`config.mk`:
```
export PLATFORM = sky130hd
export DESIGN_NAME = frame_xfer_ctrl
export DESIGN_NICKNAME = d
export VERILOG_FILES = /design/src/rtl/fxc_pkg.sv /design/src/rtl/fxc_beat_ctr.sv /design/src/rtl/fxc_watchdog.sv /design/src/rtl/frame_xfer_ctrl.sv
export SDC_FILE = /design/constraint.sdc
export NUM_CORES = 1
export LEC_CHECK = 0
export BUFFER_PORTS_ARGS = -buffer_cell sky130_fd_sc_hd__buf_2
export CAP_MARGIN = 5
export CELL_PAD_IN_SITES_DETAIL_PLACEMENT = 1
export CELL_PAD_IN_SITES_GLOBAL_PLACEMENT = 1
export CORE_ASPECT_RATIO = 0.9
export CORE_MARGIN = 5
export CORE_UTILIZATION = 35
export CTS_BUF_LIST = sky130_fd_sc_hd__clkbuf_8
export CTS_CLUSTER_SIZE = 24
export DETAILED_ROUTE_END_ITERATION = 16
export PLACE_DENSITY_LB_ADDON = 0.1
export SKIP_CTS_REPAIR_TIMING = 1
export SLEW_MARGIN = 20
export SYNTH_ARGS = -nofsm -noshare
export SYNTH_HDL_FRONTEND = slang
export SYNTH_HIERARCHICAL = 1
export SYNTH_SLANG_ARGS = --single-unit
```
`constraint.sdc`:
```
create_clock -name clk_i -period 3 [get_ports clk_i]
set_clock_uncertainty 0.05 [all_clocks]
set_input_delay 0.6 -clock clk_i [delete_from_list [all_inputs] [get_ports clk_i]]
set_output_delay 0.6 -clock clk_i [all_outputs]
set_load 0.05 [all_outputs]
```
`src/rtl/fxc_pkg.sv`:
```
package fxc_pkg;
  typedef enum logic [2:0] {
    ST_IDLE, ST_READ, ST_CMD, ST_STREAM, ST_WAIT, ST_PULSE
  } fxc_state_e;
endpackage

```
`src/rtl/fxc_beat_ctr.sv`:
```
module fxc_beat_ctr #(
  parameter int W = 16
) (
  input  logic         clk_i,
  input  logic         rst_ni,
  input  logic         clear_i,
  input  logic         adv_i,
  input  logic [W-1:0] size_i,
  output logic         last_o
);
  localparam logic [W-1:0] ONE = W'(1);
  logic [W-1:0] cnt_q;

  always_ff @(posedge clk_i or negedge rst_ni) begin
    if (!rst_ni)      cnt_q <= '0;
    else if (clear_i) cnt_q <= '0;
    else if (adv_i)   cnt_q <= cnt_q + ONE;
  end

  assign last_o = (cnt_q == size_i - ONE);
endmodule

```
`src/rtl/fxc_watchdog.sv`:
```
module fxc_watchdog #(
  parameter int W = 16
) (
  input  logic         clk_i,
  input  logic         rst_ni,
  input  logic         run_i,
  input  logic [W-1:0] limit_i,
  output logic         expire_o
);
  logic [W-1:0] cnt_q;
  logic [W:0]   cnt_p1;

  assign cnt_p1 = {1'b0, cnt_q} + (W+1)'(1);

  always_ff @(posedge clk_i or negedge rst_ni) begin
    if (!rst_ni)    cnt_q <= '0;
    else if (run_i) cnt_q <= cnt_q + W'(1);
    else            cnt_q <= '0;
  end

  // limit 0 behaves as 1
  assign expire_o = run_i && (cnt_p1 >= {1'b0, limit_i});
endmodule

```
`src/rtl/frame_xfer_ctrl.sv`:
```
module frame_xfer_ctrl
  import fxc_pkg::*;
#(
  parameter int AW = 32,
  parameter int SW = 16,
  parameter int DW = 32,
  parameter int TW = 16
) (
  input  logic          clk_i,
  input  logic          rst_ni,
  input  logic          reg_valid_i,
  input  logic [AW-1:0] reg_addr_i,
  input  logic [SW-1:0] reg_size_i,
  input  logic [TW-1:0] timeout_cycles_i,
  output logic          cmd_valid_o,
  output logic [AW-1:0] cmd_addr_o,
  output logic [SW-1:0] cmd_len_o,
  input  logic [DW-1:0] src_data_i,
  input  logic          src_valid_i,
  output logic          src_ready_o,
  output logic [DW-1:0] m_tdata_o,
  output logic          m_tvalid_o,
  output logic          m_tlast_o,
  input  logic          m_tready_i,
  input  logic          wr_done_i,
  output logic          input_next_o,
  output logic          err_o
);
  fxc_state_e state_q, state_d;
  logic [AW-1:0] addr_q;
  logic [SW-1:0] size_q;
  logic          err_q;
  logic          in_stream, beat_fire, beat_last, expire;

  assign in_stream = (state_q == ST_STREAM);
  assign beat_fire = in_stream && src_valid_i && m_tready_i;

  fxc_beat_ctr #(.W(SW)) u_beat (
    .clk_i   (clk_i),
    .rst_ni  (rst_ni),
    .clear_i (state_q == ST_CMD),
    .adv_i   (beat_fire),
    .size_i  (size_q),
    .last_o  (beat_last)
  );

  fxc_watchdog #(.W(TW)) u_wdog (
    .clk_i    (clk_i),
    .rst_ni   (rst_ni),
    .run_i    (state_q == ST_WAIT),
    .limit_i  (timeout_cycles_i),
    .expire_o (expire)
  );

  always_comb begin
    state_d = state_q;
    unique case (state_q)
      ST_IDLE:   if (reg_valid_i) state_d = ST_READ;
      ST_READ:   state_d = (size_q == '0) ? ST_PULSE : ST_CMD;
      ST_CMD:    state_d = ST_STREAM;
      ST_STREAM: if (beat_fire && beat_last) state_d = ST_WAIT;
      ST_WAIT:   if (wr_done_i) state_d = ST_PULSE;
                 else if (expire) state_d = ST_IDLE;
      ST_PULSE:  state_d = ST_IDLE;
      default:   state_d = ST_IDLE;
    endcase
  end

  always_ff @(posedge clk_i or negedge rst_ni) begin
    if (!rst_ni) begin
      state_q <= ST_IDLE;
      addr_q  <= '0;
      size_q  <= '0;
      err_q   <= 1'b0;
    end else begin
      state_q <= state_d;
      if (state_q == ST_IDLE && reg_valid_i) begin
        addr_q <= reg_addr_i;
        size_q <= reg_size_i;
        err_q  <= 1'b0;
      end else if (state_q == ST_WAIT && !wr_done_i && expire) begin
        err_q  <= 1'b1;
      end
    end
  end

  assign cmd_valid_o  = (state_q == ST_CMD);
  assign cmd_addr_o   = addr_q;
  assign cmd_len_o    = size_q;
  assign src_ready_o  = in_stream && m_tready_i;
  assign m_tvalid_o   = in_stream && src_valid_i;
  assign m_tdata_o    = src_data_i;
  assign m_tlast_o    = in_stream && beat_last;
  assign input_next_o = (state_q == ST_PULSE);
  assign err_o        = err_q;

  assert_next_single_R7: assert property (@(posedge clk_i) disable iff (!rst_ni)
    input_next_o |=> !input_next_o);
  assert_cmd_single_R3: assert property (@(posedge clk_i) disable iff (!rst_ni)
    cmd_valid_o |=> !cmd_valid_o);
  assert_ready_gated_R6: assert property (@(posedge clk_i) disable iff (!rst_ni)
    src_ready_o |-> m_tready_i);
  assert_last_ends_R5: assert property (@(posedge clk_i) disable iff (!rst_ni)
    (m_tvalid_o && m_tready_i && m_tlast_o) |=> !m_tvalid_o && !src_ready_o);
  assert_err_no_pulse_R9: assert property (@(posedge clk_i) disable iff (!rst_ni)
    $rose(err_o) |-> !input_next_o);
  assert_cmd_before_beats_R4: assert property (@(posedge clk_i) disable iff (!rst_ni)
    cmd_valid_o |-> !m_tvalid_o && !input_next_o);
endmodule

```
==> metrics.md <==
| Metric | Value |
|---|---|
| Status | finished with violations |
| Failing checks | setup timing |
| Leak Pwr | roughly 2.9 nW |
| #FFs+latches synth | 84 |
| Worst-margin pin slew | between 600 and 700 ps |
| Crit path max-delay cell type | or4_4 |
| Class of the worst hold path | in -> async |
| Post-layout min period | between 3000 and 4000 ps |
| Worst path cell trace | or4_4 > or3_4 > a2111oi_4 > nand4_1 > nor4b_4 > buf_4 > and2_4 > buf_8 |
| CP endpoint kind | output pin |
| Cells after Synth | 467 |
| Capture point of the worst path | m_tlast_o |
| Vias in the first global route | 4341 |
| Detail Placement HPWL | between 10 and 15 mm |
| Final Hold Viols | 0 |
| Worst-case reg-to-reg path depth | 9 |
| Place WS | -392 ps |
| Most frequent cells in the layout | buf_2, dfrtp_1, buf_4 |
| Arr. time, crit path | slightly below 3000 ps |
| Layout Nets | 719 |
| Gr usage total | approximately 17% |
| Port bufs | ~120 |
| RSZ-0062 raised after global routing | yes |
| # DRC | 0 |
| Clk buf depth | 2 |
| Crit start category | flop |
| Syn avg cell area | approximately 11 um2 |
| Clock root buffer | clkbuf_8 |
| Final cell count without fillers | ~800 |
| Drt wl/cell | about 17 um |
| Clk slew on worst S/H paths | 100 ps |
| Max FO, Critical Path | 2 |
| Syn Std Cell Area | ~4900 um2 |
| Total CTS buffers | 9 |
| Largest net degree at the start of global routing | 50 |
| CP startpoint | cmd_len_o[0] |
| ANT cells | 0 |
| Int Pwr | between 2 and 2.5 mW |
| Horiz. Die Dim | about 140 um |
| Synth cell types | 64 |
| Gpl congestion | just under 0.9 |
| WHS | between 100 and 150 ps |
| First-pass GRT wire length | approximately 22 mm |
| Sequential area share after synthesis | a little over two fifths |
| Final setup violating endpoints | 1 |
| Top_reg_cell synth | dfrtp_1 |
| Reg power frac | ~36% |
| Start of the worst register-to-register path | cmd_len_o[0] |
| Max-slew headroom | between 50 and 60% |
| H-tree levels | 3 |
| Grt ovf | 0 |
| CTS Sinks | between 80 and 90 |
| Metal2 WL | roughly 6.3 mm |
| Proportion of power drawn by combinational gates | 45.4% |
| Switching power | 1.97 mW |
| FF-to-FF End | state_q[1] |
| Kind of critical path | reg -> out |
| Share of cells above drive strength 1 | between 40% and 50% |
| CTS tree | done |
| Most common cell after layout, fill and taps aside | buf_2 |
| Worst R2R Setup Slack | ~20 ps |
| Setup tns final | -623 ps |
| Async S/R FF share, synth | 100% |
| Core ar. | between 10000 and 15000 um2 |
| Total stage count of the critical path | 8 |
| Post-Syn Nets | around 600 |
| Final wirelength | 13.7 mm |
| DR vias/cell | around 5 |
| Final Max Slew Viols | 0 |
| # rows | a little over 40 |
| Yosys warning count | 6 |
| Metal-1 WL | between 6 and 7 mm |
| Worst path bufs/invs | 2 |
| Height of the die | ~120 um |
| Achievable Freq | 276 MHz |
| VDD IR max | roughly 420 uV |
| Worst setup margin | -623 ps |
| WL met3 | between 1 and 1.5 mm |
| Initial antenna violation count | 0 |
| Max-cap violations | 0 |
| PD cells | 703 nW/um2 |
| Clock Power Share | about a fifth |
| Number of synthesized flops with an enable pin | 0 |
| Antenna Nets Post-Route | 0 |
| Initial core utilization | between 30% and 40% |
| Via Count | about 4000 |
| Total die area | ~17000 um2 |
| IO Count | between 150 and 200 |
| Clock Latency Late Sink | ~380 ps |
| Initial DRC count | approximately 120 |
| Sw Share | 45.7% |
| Crit path largest cell delay | ~540 ps |
| Pre-Repair DR Iteration Count | 6 |
| Top delay family on crit path | simple AND/OR/NAND/NOR gates |
| P&R area growth vs syn | 24.0% |
| Part of the cycle the worst path needs | 121% |
| Highest routed layer | met4 |
| Req. time, crit path | roughly 2400 ps |
| Inst Count DP | slightly below 800 |
==> synth_stat cells (2+ instances only) <==
cell type	count	area [um2]
a211oi_1	4	30.0
o31ai_1	2	15.0
and3_1	7	43.8
o211ai_1	2	15.0
buf_4	33	248
nand2_1	16	60.1
mux2i_1	2	20.0
inv_1	26	97.6
o21ai_1	3	15.0
buf_2	3	15.0
buf_6	3	33.8
and2_1	19	119
nor3b_1	3	22.5
nand3_1	13	65.1
nand3b_1	2	15.0
o21ai_0	4	20.0
mux2_1	9	101
nor3_1	8	40.0
and4_4	2	22.5
xnor2_1	28	245
and4_1	2	17.5
mux2_2	39	439
ha_1	19	238
xor2_1	15	131
a31oi_1	4	25.0
dfrtp_1	84	2100
nor2_1	26	97.6
or3_1	5	31.3
nor2b_1	6	37.5
or4_1	2	15.0
a21oi_1	6	30.0
clkbuf_1	10	37.5
nand2b_1	3	18.8
nor4_1	13	81.3
nand4_1	15	93.8
==> area by class of cell <==
class	instances	area, um2
Clock buffer	10	138
Timing Repair Buffer	170	993
Inverter	26	97.6
Tap cell	193	241
Multi-Input combinational cell	307	2500
Sequential cell	84	2100
Clock inverter	6	53.8
Fill cell	1618	7820
==> worst min path at each step <==
stage	from	endpoint	slack, ps	depth (start not counted)
after global routing	rst_ni	cmd_len_o[7]	150	1
after global placement	cmd_addr_o[2]	cmd_addr_o[2]	410	1
after floorplan	rst_ni	cmd_addr_o[0]	250	0
after CTS	rst_ni	cmd_len_o[0]	130	1
after detailed placement	cmd_addr_o[2]	cmd_addr_o[2]	420	1
final	rst_ni	cmd_len_o[0]	130	1
==> flip-flops by register name, indices dropped and copies added, names as in the netlist <==
register / count
cmd_len_o: 16
u_wdog/cnt_q: 16
err_o: 1
state_q: 3
cmd_addr_o: 32
u_beat/cnt_q: 16
==> logic make-up (layout without fill, tap and decap cells) <==
group,after synthesis,after routing,synth area share [%]
AO/OA/AOI/OAI,42,42,6.25
multiplexers,50,50,11.3
adder cells (fa/ha/maj),19,19,4.81
AND/OR/NAND/NOR,152,152,18.3
XOR/XNOR,44,44,7.95
flip-flops,84,84,42.5
buffers and inverters,76,212,8.81
==> per-stage QoR <==
step / area, um2 / util (%) / power (mW)
final: 6130 / 43.9 / 4.31
after global routing: 6130 / 43.9 / 4.58
after CTS: 6010 / 43.1 / 4.33
after detailed placement: 5820 / 41.7 / 3.48
after global placement: 5820 / 41.7 / 3.45
after floorplan: 4950 / - / 2.97
==> power groups by stage <==
stage / sequential, mW / combinational [mW] / clock [mW]
after floorplan: 2.26 / 0.708 / 0
after detailed placement: 1.55 / 1.92 / 0
after CTS: 1.54 / 1.93 / 0.864
final: 1.53 / 1.96 / 0.820
after global routing: 1.57 / 2.10 / 0.908
after global placement: 1.54 / 1.90 / 0
==> layer usage <==
| layer | vias up | global-route usage (%) |
|---|---|---|
| met3 | 23 | 7.01 |
| met1 | 1959 | 21.9 |
| li1 | 1877 | - |
| met2 | 126 | 26.5 |
| met5 | - | 0 |
| met4 | 0 | 4.79 |
Power figures use the tool's default switching activity.
